**src/rtl/mul8_pkg.sv**
```systemverilog
package mul8_pkg;

  localparam int MODE_W = 3;

  // Sign reading of the operands, taken from mode[1:0]
  typedef enum logic [1:0] {
    SGN_UU  = 2'b00,
    SGN_SS  = 2'b01,
    SGN_SU  = 2'b10,
    SGN_RSV = 2'b11
  } sign_mode_e;

  function automatic logic frac_bit(input logic [MODE_W-1:0] m);
    return m[2];
  endfunction

  function automatic logic a_is_signed(input logic [MODE_W-1:0] m);
    sign_mode_e s;
    s = sign_mode_e'(m[1:0]);
    return (s == SGN_SS) || (s == SGN_SU);
  endfunction

  function automatic logic b_is_signed(input logic [MODE_W-1:0] m);
    sign_mode_e s;
    s = sign_mode_e'(m[1:0]);
    return (s == SGN_SS);
  endfunction

endpackage

```
**src/rtl/mul8_issue.sv**
```systemverilog
// First stage: accepts a request when idle, sign-extends the operands
// by one bit according to the mode and holds them for the datapath.
module mul8_issue
  import mul8_pkg::*;
#(
  parameter int W = 8
) (
  input  logic                clk,
  input  logic                rst,
  input  logic                start,
  input  logic [W-1:0]        op_a,
  input  logic [W-1:0]        op_b,
  input  logic [MODE_W-1:0]   mode,
  output logic                busy,
  output logic signed [W:0]   a_x,
  output logic signed [W:0]   b_x,
  output logic                frac_q
);

  localparam int NOPS = 2;

  logic                accept;
  logic [W-1:0]        raw   [NOPS];
  logic                sgn   [NOPS];
  logic signed [W:0]   ext_d [NOPS];
  logic signed [W:0]   ext_q [NOPS];

  assign accept = start & ~busy;

  assign raw[0] = op_a;
  assign raw[1] = op_b;
  assign sgn[0] = a_is_signed(mode);
  assign sgn[1] = b_is_signed(mode);

  always_ff @(posedge clk) begin
    if (rst) begin
      busy   <= 1'b0;
      frac_q <= 1'b0;
    end else begin
      busy <= accept;
      if (accept) frac_q <= frac_bit(mode);
    end
  end

  for (genvar i = 0; i < NOPS; i++) begin : g_opnd
    assign ext_d[i] = {sgn[i] & raw[i][W-1], raw[i]};
    always_ff @(posedge clk) begin
      if (rst) ext_q[i] <= '0;
      else if (accept) ext_q[i] <= ext_d[i];
    end
  end

  assign a_x = ext_q[0];
  assign b_x = ext_q[1];

endmodule

```
**src/rtl/mul8_datapath.sv**
```systemverilog
// Combinational product, optional fractional shift and flag derivation.
module mul8_datapath #(
  parameter int W = 8
) (
  input  logic signed [W:0]   a_x,
  input  logic signed [W:0]   b_x,
  input  logic                frac,
  output logic [2*W-1:0]      res,
  output logic                z,
  output logic                c
);

  localparam int PW = 2 * W;
  localparam int FW = 2 * W + 2;

  logic signed [FW-1:0] ea;
  logic signed [FW-1:0] eb;
  logic signed [FW-1:0] full;
  logic [PW-1:0]        raw;

  assign ea   = {{(W+1){a_x[W]}}, a_x};
  assign eb   = {{(W+1){b_x[W]}}, b_x};
  assign full = ea * eb;
  assign raw  = full[PW-1:0];

  always_comb begin
    if (frac) res = {raw[PW-2:0], 1'b0};
    else      res = raw;
  end

  assign c = raw[PW-1];
  assign z = (res == '0);

endmodule

```
**src/rtl/mul8_retire.sv**
```systemverilog
// Second stage: registers the result pair, the flags and the done pulse.
module mul8_retire #(
  parameter int W = 8
) (
  input  logic            clk,
  input  logic            rst,
  input  logic            vld,
  input  logic [2*W-1:0]  res,
  input  logic            z,
  input  logic            c,
  output logic [W-1:0]    hi_q,
  output logic [W-1:0]    lo_q,
  output logic            z_q,
  output logic            c_q,
  output logic            done_q
);

  always_ff @(posedge clk) begin
    if (rst) begin
      hi_q   <= '0;
      lo_q   <= '0;
      z_q    <= 1'b0;
      c_q    <= 1'b0;
      done_q <= 1'b0;
    end else begin
      done_q <= vld;
      if (vld) begin
        hi_q <= res[2*W-1:W];
        lo_q <= res[W-1:0];
        z_q  <= z;
        c_q  <= c;
      end
    end
  end

endmodule

```
**src/rtl/mul8_unit.sv**
```systemverilog
module mul8_unit
  import mul8_pkg::*;
#(
  parameter int W = 8
) (
  input  logic              clk,
  input  logic              rst,
  input  logic              start,
  input  logic [W-1:0]      op_a,
  input  logic [W-1:0]      op_b,
  input  logic [MODE_W-1:0] mode,
  output logic [W-1:0]      prod_hi,
  output logic [W-1:0]      prod_lo,
  output logic              done,
  output logic              flag_z,
  output logic              flag_c
);

  logic              busy;
  logic signed [W:0] a_x;
  logic signed [W:0] b_x;
  logic              frac_q;
  logic [2*W-1:0]    res;
  logic              z_d;
  logic              c_d;

  mul8_issue #(.W(W)) u_issue (
    .clk    (clk),
    .rst    (rst),
    .start  (start),
    .op_a   (op_a),
    .op_b   (op_b),
    .mode   (mode),
    .busy   (busy),
    .a_x    (a_x),
    .b_x    (b_x),
    .frac_q (frac_q)
  );

  mul8_datapath #(.W(W)) u_dp (
    .a_x  (a_x),
    .b_x  (b_x),
    .frac (frac_q),
    .res  (res),
    .z    (z_d),
    .c    (c_d)
  );

  mul8_retire #(.W(W)) u_ret (
    .clk    (clk),
    .rst    (rst),
    .vld    (busy),
    .res    (res),
    .z      (z_d),
    .c      (c_d),
    .hi_q   (prod_hi),
    .lo_q   (prod_lo),
    .z_q    (flag_z),
    .c_q    (flag_c),
    .done_q (done)
  );

endmodule

```
**config.mk**
```make
export PLATFORM = sky130hd
export DESIGN_NAME = mul8_unit
export DESIGN_NICKNAME = d
export VERILOG_FILES = /design/src/rtl/mul8_pkg.sv /design/src/rtl/mul8_issue.sv /design/src/rtl/mul8_datapath.sv /design/src/rtl/mul8_retire.sv /design/src/rtl/mul8_unit.sv
export SDC_FILE = /design/constraint.sdc
export NUM_CORES = 1
export LEC_CHECK = 0
export ABC_AREA = 1
export ABC_CLOCK_PERIOD_IN_PS = 8800
export BUFFER_PORTS_ARGS = -buffer_cell sky130_fd_sc_hd__buf_2
export CAP_MARGIN = 20
export CORE_MARGIN = 2
export CORE_UTILIZATION = 40
export DETAILED_ROUTE_END_ITERATION = 12
export GPL_TIMING_DRIVEN = 0
export SYNTH_ARGS = -nofsm -noshare
export SYNTH_HDL_FRONTEND = slang
export SYNTH_SLANG_ARGS = --single-unit
```
**constraint.sdc**
```tcl
create_clock -name clk -period 8.8 [get_ports clk]
set_clock_uncertainty 0.1 [all_clocks]
set_input_delay 1.76 -clock clk [delete_from_list [all_inputs] [get_ports clk]]
set_output_delay 1.76 -clock clk [all_outputs]
set_load 0.05 [all_outputs]
```
==> results of run 1 <==
-- worst paths after layout --
kind,startpoint,to,slack [ps],cells after the start
max reg2reg,u_issue.ext_q[1][0],u_ret.z_q,3470,23
min reg2reg,u_ret.hi_q[2],u_ret.hi_q[2],380,2
max,u_issue.ext_q[1][0],u_ret.z_q,3470,23
min,u_ret.hi_q[2],u_ret.hi_q[2],380,2
-- state kept, by name, summed over array words and instances, names as in the netlist --
name            flops
u_ret.c_q           1
u_ret.z_q           1
u_issue.busy        1
u_issue.frac_q      1
u_ret.hi_q          8
u_ret.done_q        1
u_ret.lo_q          8
u_issue.ext_q      18
-- power groups by stage --
stage,registers [mW],clock network [mW],logic (mW)
6_report,0.210,0.177,0.463
5_1_grt,0.212,0.191,0.547
4_1_cts,0.210,0.181,0.469
3_5_place_dp,0.214,0,0.468
3_3_place_gp,0.214,0,0.461
2_1_floorplan,0.238,0,0.337
-- synthesized netlist by cell type, types with 6 or more instances --
master	n	area share [%]
nand2_1	167	13
a21oi_1	6	0.64
o21ai_0	14	1.5
dfxtp_1	21	9.0
inv_1	163	13
o211ai_1	11	1.8
nand3_1	43	4.6
ha_1	34	9.1
clkbuf_1	18	1.4
edfxtp_1	18	12
fa_1	63	27
nor2_1	48	3.8
-- final cells by class --
cell class	instances	area [um^2]
clock inverters	1	5.00
inverters	165	619
multi-input cells	398	2970
well taps	143	179
clock buffers	7	136
repair buffers	39	195
flip-flops and latches	39	961
fillers	1190	6220
plain buffers	26	126
-- worst reg2reg max path, cell delays in order, from the launching register on --
cell	delay [ps]
edfxtp_1	320
clkbuf_1	370
nand2_1	220
fa_1	620
inv_1	140
fa_1	600
inv_1	100
fa_1	450
fa_1	490
inv_1	40
ha_1	300
ha_1	330
nand2_1	80
nor2_1	130
inv_1	50
nor2_1	90
nand2_1	60
nand3_1	120
inv_1	60
nand3_1	130
nand3_1	80
nand2_1	80
nand3_1	150
a21oi_2	160
-- metal layers --
metal | share of wire (%) | up-vias | GRT usage (%)
met5 | 0 | - | 0
met4 | 1.2 | 0 | 4.88
met3 | 3.1 | 6 | 1.78
met1 | 47 | 1833 | 22.7
met2 | 49 | 62 | 28.9
li1 | - | 1940 | -
-- cells by family (layout without fill, tap and decap cells) --
| logic type | Yosys count | after routing | share of synthesized area, % |
|---|---|---|---|
| AND/OR/NAND/NOR | 265 | 265 | 22.7 |
| adder cells (fa/ha/maj) | 97 | 97 | 36.0 |
| flip-flops | 39 | 39 | 20.5 |
| buffers and inverters | 191 | 238 | 15.9 |
| AO/OA/AOI/OAI | 36 | 36 | 4.76 |
==> insert_results.sql, run 1 <==
INSERT INTO impl_metrics (metric_group, metric, value, unit) VALUES
('placement', 'placed_cell_area', '5050', 'um^2'),
('grt', 'grt_max_degree', '20', ''),
('clocking', 'cts.path.max_buffers', '2', ''),
('job', 'max_cap_violations', '0', ''),
('clocking', 'postCtsSetupRepairBufs', '0', ''),
('critical_path', 'crit_fanout', '10', ''),
('critical_path', 'cp_common_cell', 'inv_1', ''),
('placement', 'place.gp.congestion', '0.858', ''),
('finish', 'insertedDiodeCount', '0', ''),
('yosys', 'synth_seq_area_share', '20.5', '%'),
('timing', 'finalWorstPathRequiredPeriod', '5330', 'ps'),
('detailed_routing', 'drc', '0', ''),
('critical_path', 'path_class', 'reg2reg', ''),
('grt', 'global_route.overflow_total', '0', ''),
('timing', 'finalSetupViolCount', '0', ''),
('clocking', 'worstSkewPairLatency', '280', 'ps'),
('detailed_routing', 'wl', '9.60', 'mm'),
('clocking', 'cts_resized', '0', ''),
('critical_path', 'setup.worst_path.end_class', 'flop', ''),
('critical_path', 'worstPathRequired', '8920', 'ps'),
('pwr', 'post_route_total_power', '851', 'uW'),
('pwr', 'power.clock.fraction', '20.8', '%'),
('clocking', 'tritoncts', 'yes', ''),
('floorplanning', 'die_outline_area', '12600', 'um^2'),
('yosys', 'syn_area_per_cell', '7.45', 'um^2'),
('timing', 'totalNegativeSetupSlack', '0', 'ps'),
('detailed_routing', 'dr.pass1.iters', '4', ''),
('floorplanning', 'coreArea', '11400', 'um^2'),
('yosys', 'yosysUniqueCellTypes', '27', ''),
('clocking', 'numCtsBuffers', '5', ''),
('critical_path', 'slowest_cell_on_crit_path', 'fa_1', ''),
('placement', 'detailed_place_hpwl', '8.11', 'mm'),
('yosys', 'synthesis.area', '4680', 'um^2'),
('critical_path', 'timing.critical_path.slowest_cell_delay', '620', 'ps'),
('hold_path', 'timing.hold.worst.class', 'reg2reg', ''),
('timing', 'final.setup.worst_slack', '3470', 'ps'),
('finish', 'fin_area', '5200', 'um^2'),
('timing', 'timing.fmax', '0.187', 'GHz'),
('floorplanning', 'start_util', '41.0', '%'),
('timing', 'report.final.slew_viol_count', '0', ''),
('pwr', 'vdd_drop_max', '0.000108', 'V'),
('finish', 'final_cell_mix', 'nand2_1 (167), inv_1 (163), fa_1 (63)', ''),
('timing', 'timing.final.hold_violations', '0', ''),
('placement', 'io_buffer_count', '39', ''),
('finish', 'post_layout_nonfiller_instances', '818', ''),
('detailed_routing', 'viasPerCell', '4.70', ''),
('pwr', 'pwr-share-comb', '54.4', '%'),
('timing', 'slew-limit-headroom', '47.9', '%'),
('floorplanning', 'placement_rows', '39', ''),
('yosys', 'total_nets_after_synthesis', '747', ''),
('timing', 'tightest_slew', '780', 'ps'),
('critical_path', 'cp_num_buf_inv', '6', ''),
('grt', 'antenna_found_initial', '0', ''),
('floorplanning', 'chipHeight', '112', 'um'),
('finish', 'layout_cell_share_with_drive_strength_beyond_1', '8.74', '%'),
('clocking', 'tritoncts_num_sinks', '39', ''),
('placement', 'placedCellCount', '810', ''),
('timing', 'post-route-period-util', '60.6', '%'),
('placement', 'detailedPlace.worstSlack', '3470', 'ps'),
('grt', 'number_of_global_route_vias_before_repair', '3986', ''),
('outcome', 'run_status', 'finished, final reports clean', ''),
('grt', 'grt_pass1_wl', '17.5', 'mm'),
('yosys', 'ys_ff_latch', '39', ''),
('floorplanning', 'io-pin-count', '41', ''),
('clocking', 'clock-root-buffer', 'clkbuf_16', ''),
('clocking', 'clk_pin_slew', '60', 'ps'),
('finish', 'layout_commonest_cell', 'nand2_1', ''),
('yosys', 'warning_count_from_the_yosys_run', '0', ''),
('critical_path', 'worst_setup_path_start_kind', 'flop', ''),
('pwr', 'cellInternalPower', '475', 'uW'),
('pwr', 'p_sw_share', '44.1', '%');
No activity file was read; power rests on OpenSTA's default activity.
==> run 2, diff against run 1 <==
Settings changed: ABC_CLOCK_PERIOD_IN_PS 8800 to 5400.
Clock period 8.8 ns to 5.4 ns, I/O delays scaled along.
==> run 2 against run 1 <==
  * Combinational power is 62% higher
  * Routed wire length is 0.33% higher
  * Clock power is 62% higher
  * Global-route usage stayed put
  * Sequential share of layout area is 0.27 points lower
  * Clock-buffer cell count stayed put
  * First-iteration DRC count is 12% lower
==> insert_results.sql, run 2 (synthesis gave the netlist of run 1 again) <==
INSERT INTO impl_metrics (metric_group, metric, value, unit) VALUES
('finish', 'final_cell_mix', 'nand2_1 (167), inv_1 (162), fa_1 (63)', ''),
('critical_path', 'timing.critical_path.arrival', '5210', 'ps'),
('grt', 'global_route.overflow_total', '0', ''),
('detailed_routing', 'wl', '9.64', 'mm'),
('clocking', 'cts.path.max_buffers', '2', ''),
('timing', 'report.final.slew_viol_count', '0', ''),
('finish', 'registers.top_by_ff_count', 'u_issue.ext_q', ''),
('critical_path', 'path_class', 'reg2reg', ''),
('floorplanning', 'io-pin-count', '41', ''),
('critical_path', 'regToRegEndpoint', 'u_ret.z_q', ''),
('finish', 'layout_commonest_cell', 'nand2_1', ''),
('hold_path', 'timing.hold.worst.class', 'reg2reg', ''),
('detailed_routing', 'drt-initial-drc-count', '130', ''),
('finish', 'insertedDiodeCount', '0', ''),
('outcome', 'run_status', 'finished, final reports clean', ''),
('grt', 'number_of_global_route_vias_before_repair', '3986', ''),
('timing', 'timing.fmax', '0.196', 'GHz'),
('critical_path', 'crit_startpoint', 'u_issue.ext_q[0][0]', ''),
('floorplanning', 'placement_rows', '39', ''),
('floorplanning', 'coreArea', '11400', 'um^2'),
('placement', 'place.gp.congestion', '0.858', ''),
('clocking', 'tritoncts', 'yes', ''),
('timing', 'finalWorstPathRequiredPeriod', '5090', 'ps'),
('critical_path', 'crit_path_capture', 'u_ret.z_q', ''),
('critical_path', 'timing.critical_path.slowest_cell_delay', '520', 'ps'),
('clocking', 'clk_pin_slew', '60', 'ps'),
('finish', 'num-nets-final', '796', ''),
('critical_path', 'worst_setup_path_start_kind', 'flop', ''),
('critical_path', 'ff2ff_setup_slack', '310', 'ps'),
('clocking', 'clock-root-buffer', 'clkbuf_16', ''),
('pwr', 'power_per_cell_area', '265', 'nW/um^2'),
('timing', 'finalSetupViolCount', '0', ''),
('job', 'max_cap_violations', '0', ''),
('critical_path', 'worstPathRequired', '5520', 'ps'),
('pwr', 'vdd_drop_max', '0.000176', 'V'),
('detailed_routing', 'viasPerCell', '4.69', ''),
('finish', 'layout_overhead_on_the_synthesized_area', '12.7', '%'),
('finish', 'fin_area', '5270', 'um^2'),
('grt', 'antenna_found_initial', '0', ''),
('critical_path', 'crit_chain', 'or2_2 > fa_1 > fa_1 > inv_1 > fa_1 > fa_1 > fa_1 > ha_1 > a21oi_1 > nor2_1 > nor2_1 > nand2_1 > nand2_1 > nand3_1 > nand2_1 > nand2_1 > nor2_1 > nand3_1 > a21oi_2', ''),
('floorplanning', 'start_util', '41.0', '%'),
('critical_path', 'critical_path.top_delay_family', 'adder cells', ''),
('timing', 'post-route-period-util', '94.3', '%'),
('detailed_routing', 'drtAntennaViolNets', '0', ''),
('critical_path', 'slowest_cell_on_crit_path', 'fa_1', ''),
('detailed_routing', 'vias', '3852', ''),
('floorplanning', 'chipHeight', '112', 'um'),
('critical_path', 'crit_fanout', '5', ''),
('placement', 'detailed_place_hpwl', '8.11', 'mm'),
('floorplanning', 'die_outline_area', '12600', 'um^2'),
('grt', 'grt_max_degree', '20', ''),
('finish', 'post_layout_nonfiller_instances', '821', ''),
('pwr', 'post_route_total_power', '1.40', 'mW'),
('critical_path', 'r2r.worst_path.cells', '19', ''),
('pwr', 'cellLeakagePower', '3.17', 'nW'),
('critical_path', 'cp_num_buf_inv', '1', ''),
('finish', 'largest_register_ffs', '18', ''),
('critical_path', 'setup.worst_path.end_class', 'flop', ''),
('clocking', 'numCtsBuffers', '5', ''),
('critical_path', 'reg2reg_from', 'u_issue.ext_q[0][0]', ''),
('critical_path', 'cp_common_cell', 'fa_1', ''),
('timing', 'timing.final.hold_violations', '0', ''),
('finish', 'layout_cell_share_with_drive_strength_beyond_1', '11.5', '%'),
('placement', 'placedCellCount', '810', ''),
('placement', 'placed_cell_area', '5050', 'um^2'),
('grt', 'grt_pass1_wl', '17.5', 'mm'),
('grt', 'grtUsageTotal', '16.8', '%'),
('clocking', 'worstSkewPairLatency', '280', 'ps'),
('placement', 'io_buffer_count', '39', ''),
('detailed_routing', 'dr.pass1.iters', '5', ''),
('timing', 'tightest_slew', '780', 'ps'),
('clocking', 'tritoncts_num_sinks', '39', ''),
('timing', 'slew-limit-headroom', '47.9', '%'),
('detailed_routing', 'drt-wirelength-per-cell', '11.7', 'um'),
('finish', 'final_util', '46.2', '%'),
('finish', 'largestRegisters', 'u_issue.ext_q: 18 flops, u_ret.hi_q: 8 flops, u_ret.lo_q: 8 flops', ''),
('timing', 'finalHoldWorstSlack', '376', 'ps'),
('floorplanning', 'fp.dieW', '112', 'um'),
('clocking', 'h-tree-depth', '2', ''),
('hold_path', 'timing.hold.worst_path_depth', '2', ''),
('critical_path', 'timing.critical_path.depth', '19', ''),
('detailed_routing', 'drc', '0', '');
==> run 2: per-layer routing <==
layer / GRT usage [%] / wire length (um) / up-vias
li1: - / - / 1946
met2: 28.9 / 4750 / 64
met3: 1.78 / 308 / 6
met1: 22.7 / 4460 / 1836
met5: 0 / 0 / -
met4: 4.88 / 118 / 0
==> run 2: worst min-delay path: cells and delay by family, from the launching register on <==
kind	cells	cell delay, ps
buffers and inverters	1	50
DFF	1	320
AOI/OAI and AO/OA	1	80
==> run 2: final cells by class <==
cell class,count,area (um^2)
Clock buffer,7,136
Multi-Input combinational cell,398,2980
Sequential cell,39,961
Timing Repair Buffer,55,315
Buffer,13,77.6
Clock inverter,1,5.00
Inverter,165,619
Fill cell,1175,6140
Tap cell,143,179
==> run 2: how the worst min path moves through the flow <==
stage                               end           from
after floorplan           u_ret.lo_q[2]   u_issue.busy
after global placement    u_ret.lo_q[4]  u_ret.lo_q[4]
after detailed placement  u_ret.hi_q[1]  u_ret.hi_q[1]
after CTS                 u_ret.hi_q[2]  u_ret.hi_q[2]
after global routing          u_ret.z_q      u_ret.z_q
final                     u_ret.hi_q[2]  u_ret.hi_q[2]
==> run 2: what timing repair did <==
action                     in CTS  in global routing
hold endpoints to repair        0                  0
hold buffers                    0                  0
resized for setup               0                  3
setup endpoints to repair       0                  7
buffers inserted                0                 16
==> run 2: stage by stage <==
step | setup TNS, ps | setup WS (ps)
2_1_floorplan | 0 | 635
3_3_place_gp | 0 | 98.8
3_5_place_dp | 0 | 70.9
4_1_cts | 0 | 50.4
5_1_grt | -6.40 | -6.40
6_report | 0 | 308
==> run 2: report_power, final <==
part	internal (mW)	total (mW)	switching, mW
sequential	0.334	0.361	0.0266
combinational	0.275	0.749	0.474
clock	0.176	0.287	0.112
==> run 3, diff against run 2 <==
Settings changed: ABC_AREA 1 to default.
==> run 3 against run 2 <==
  * Routed wire length decreased by 4.5%
  * Sequential share of layout area increased by 1.2 points
  * Via count decreased by 17%
  * Sequential cell count stayed put
  * Sequential power barely moved
  * Combinational power rose by 6.0%
  * Setup slack worse by 53 ps
  * Total power decreased by 3.1%
  * Hold slack worse by 5.6 ps
  * Highest routed layer unchanged
  * Largest cell class unchanged
  * Design area fell by 6.0%
==> insert_results.sql, run 3 <==
INSERT INTO impl_metrics (metric_group, metric, value, unit) VALUES
('clocking', 'cts.path.max_buffers', '2', ''),
('hold_path', 'hold_path.startpoint', 'u_ret.hi_q[0]', ''),
('yosys', 'netlist.area_leader.share', '28.6', '%'),
('pwr', 'vdd_drop_max', '0.000145', 'V'),
('clocking', 'numCtsBuffers', '5', ''),
('floorplanning', 'fp.dieW', '109', 'um'),
('critical_path', 'r2r.worst_path.cells', '14', ''),
('detailed_routing', 'drt-wirelength-per-cell', '14.1', 'um'),
('yosys', 'ys_ff_latch', '39', ''),
('yosys', 'async_reset_ff_share', '0', '%'),
('finish', 'largestRegisters', 'u_issue.ext_q: 18 flops, u_ret.hi_q: 8 flops, u_ret.lo_q: 8 flops', ''),
('timing', 'timing.fmax', '0.194', 'GHz'),
('detailed_routing', 'wl', '9.21', 'mm'),
('detailed_routing', 'total_met2_wirelength_after_detailed_routing', '4.43', 'mm'),
('detailed_routing', 'drtAntennaViolNets', '0', ''),
('detailed_routing', 'vias', '3212', ''),
('grt', 'grt_max_degree', '20', ''),
('detailed_routing', 'wl_met1', '4.36', 'mm'),
('grt', 'grtUsageTotal', '17.1', '%'),
('finish', 'layout_cell_share_with_drive_strength_beyond_1', '14.9', '%'),
('floorplanning', 'placement_rows', '38', ''),
('critical_path', 'regToRegEndpoint', 'u_ret.hi_q[6]', ''),
('finish', 'final_cell_mix', 'inv_1 (74), fa_1 (63), nand2_1 (51)', ''),
('timing', 'post-route-period-util', '95.3', '%'),
('critical_path', 'reg2reg_from', 'u_issue.ext_q[1][3]', ''),
('yosys', 'syn_area_per_cell', '9.58', 'um^2'),
('yosys', 'synth_commonest_cells', 'inv_1 (74), fa_1 (63), nand2_1 (51)', ''),
('finish', 'largest_register_ffs', '18', ''),
('timing', 'tightest_slew', '836', 'ps'),
('finish', 'insertedDiodeCount', '0', ''),
('critical_path', 'crit_fanout', '9', ''),
('yosys', 'synthSimpleGateAreaFrac', '17.0', '%'),
('finish', 'num-nets-final', '629', ''),
('pwr', 'power_per_cell_area', '273', 'nW/um^2'),
('floorplanning', 'start_util', '40.8', '%'),
('hold_path', 'hold_end', 'u_ret.hi_q[0]', ''),
('critical_path', 'worstPathRequired', '5470', 'ps'),
('critical_path', 'setup.worst_path.end_class', 'flop', ''),
('clocking', 'clock-root-buffer', 'clkbuf_8', ''),
('placement', 'place.gp.congestion', '0.853', ''),
('yosys', 'total_nets_after_synthesis', '579', ''),
('yosys', 'warning_count_from_the_yosys_run', '0', ''),
('grt', 'global_route.overflow_total', '0', ''),
('grt', 'grt_pass1_wl', '15.9', 'mm'),
('finish', 'registers.top_by_ff_count', 'u_issue.ext_q', ''),
('grt', 'number_of_global_route_vias_before_repair', '3240', ''),
('critical_path', 'timing.critical_path.arrival', '5220', 'ps'),
('floorplanning', 'chipHeight', '109', 'um'),
('placement', 'detailed_place_hpwl', '7.45', 'mm'),
('yosys', 'yosys.area_share.adder', '38.3', '%'),
('yosys', 'largest_family_of_logic_cells_by_synthesized_area', 'adder cells', ''),
('floorplanning', 'coreArea', '10800', 'um^2'),
('critical_path', 'path_class', 'reg2reg', ''),
('placement', 'placedCellCount', '639', ''),
('timing', 'report.final.slew_viol_count', '0', ''),
('yosys', 'synth_ff_type', 'dfxtp_1', ''),
('detailed_routing', 'viasPerCell', '4.93', ''),
('pwr', 'cellLeakagePower', '2.41', 'nW'),
('clocking', 'clk_pin_slew', '80', 'ps'),
('clocking', 'tritoncts_num_sinks', '39', ''),
('timing', 'finalWorstPathRequiredPeriod', '5140', 'ps'),
('finish', 'layout_commonest_cell', 'inv_1', ''),
('yosys', 'synth_xor_area_share', '2.78', '%'),
('yosys', 'synth_most_common_cell', 'inv_1', ''),
('job', 'max_cap_violations', '0', ''),
('finish', 'fillCellCount', '1050', ''),
('yosys', 'synth_area_in_compound_gates', '9.59', '%'),
('finish', 'layout_overhead_on_the_synthesized_area', '12.4', '%'),
('hold_path', 'timing.hold.worst_path_depth', '2', ''),
('detailed_routing', 'drt-initial-drc-count', '75', ''),
('grt', 'antenna_found_initial', '0', ''),
('yosys', 'synth_seq_area_share', '21.8', '%'),
('detailed_routing', 'drc', '0', ''),
('outcome', 'run_status', 'finished, final reports clean', ''),
('timing', 'finalHoldWorstSlack', '371', 'ps'),
('yosys', 'synth_top_area_cell', 'fa_1', ''),
('placement', 'io_buffer_count', '39', ''),
('hold_path', 'timing.hold.worst.class', 'reg2reg', ''),
('detailed_routing', 'dr.pass1.iters', '4', ''),
('yosys', 'yosysUniqueCellTypes', '48', ''),
('timing', 'slew-limit-headroom', '44.3', '%'),
('timing', 'timing.final.hold_violations', '0', ''),
('critical_path', 'ff2ff_setup_slack', '260', 'ps'),
('floorplanning', 'die_outline_area', '11900', 'um^2'),
('yosys', 'synth.area.top_cells', 'fa_1 (29%), edfxtp_1 (12%), ha_1 (9.7%), dfxtp_1 (9.5%), and2_1 (6.8%)', ''),
('finish', 'post_layout_nonfiller_instances', '651', ''),
('yosys', 'synthesis.area', '4410', 'um^2'),
('detailed_routing', 'met3WireLength', '312', 'um'),
('yosys', 'synth.area.mux_share', '2.27', '%'),
('floorplanning', 'io-pin-count', '41', ''),
('clocking', 'tritoncts', 'yes', ''),
('detailed_routing', 'top_layer', 'met4', ''),
('timing', 'finalSetupViolCount', '0', ''),
('critical_path', 'worst_setup_path_start_kind', 'flop', ''),
('yosys', 'syn_inst', '460', ''),
('clocking', 'h-tree-depth', '2', ''),
('clocking', 'worstSkewPairLatency', '290', 'ps'),
('yosys', 'number_of_synthesized_flops_with_an_enable_pin', '18', '');
[run 3: cell count changes in the layout (fill, tap and decap cells not counted), moves of 10 or more]
cell and delta:
xnor2_1 +10, nor2_1 -23, a211oi_1 +10, mux2i_1 +10, nand3_1 -40, and2_1 +48
inv_1 -88, nand2_1 -116
[run 3: area by class of cell]
type,instances,area [um^2],share of cell area (%)
Buffer,12,53.8,1.09
Inverter,75,282,5.68
Timing Repair Buffer,51,285,5.76
Sequential cell,39,961,19.4
Multi-Input combinational cell,326,3110,62.8
Clock inverter,2,12.5,0.253
Clock buffer,6,72.6,1.46
Tap cell,140,175,3.54
[run 3: metal layers]
layer / vias up / track usage, %
met1: 1588 / 24.7
met5: - / 0
met2: 46 / 27.6
met3: 6 / 2.39
li1: 1572 / -
met4: 0 / 3.11
[run 3: worst max-delay path by stage]
stage                   startpoint            end  slack [ps]
3_3_place_gp   u_issue.ext_q[1][0]      u_ret.z_q         -50
4_1_cts        u_issue.ext_q[1][2]      u_ret.z_q           7
2_1_floorplan  u_issue.ext_q[1][0]      u_ret.c_q         640
3_5_place_dp   u_issue.ext_q[1][0]      u_ret.z_q        -140
6_report       u_issue.ext_q[1][3]  u_ret.hi_q[6]         260
5_1_grt        u_issue.ext_q[0][4]      u_ret.z_q          -6
[run 3: power by group]
group          total, mW  switching, mW  internal (mW)
clock              0.195          0.104         0.0913
combinational      0.794          0.472          0.322
sequential         0.364         0.0283          0.336
total               1.35          0.605          0.749
[run 3: metrics by stage]
step	power (mW)	setup slack [ps]	utilization [%]	TNS (ps)	instance area, um^2
after floorplan	0.967	639	-	0	4410
after global placement	1.13	-51.0	44.3	-74.8	4780
after detailed placement	1.15	-137	44.3	-412	4780
after CTS	1.34	7.27	45.0	0	4850
after global routing	1.48	-6.05	45.9	-6.05	4950
final	1.35	255	45.9	0	4950
[run 3: cell families after synthesis]
kind of cell / Yosys count
simple gates: 151
fa+ha+maj: 97
buf+inv: 95
compound gates: 54
flops: 39
xor+xnor: 14
mux: 10
[run 3: critical path: stages, from the launching register on]
cell	delay, ps
edfxtp_1	600
nand2_1	140
fa_1	520
fa_1	550
inv_1	50
fa_1	520
fa_1	540
fa_1	410
ha_1	450
a21o_1	230
a31oi_4	60
a31o_1	240
a211oi_2	300
mux2i_1	110
a22o_1	200
[run 3: what timing repair did]
item | CTS | global route
setup buffers | 0 | 12
hold endpoints to repair | 0 | 0
pin swaps | 0 | 2
gates resized for setup | 0 | 7
hold buffers | 0 | 0
endpoints found under the setup margin | 5 | 7
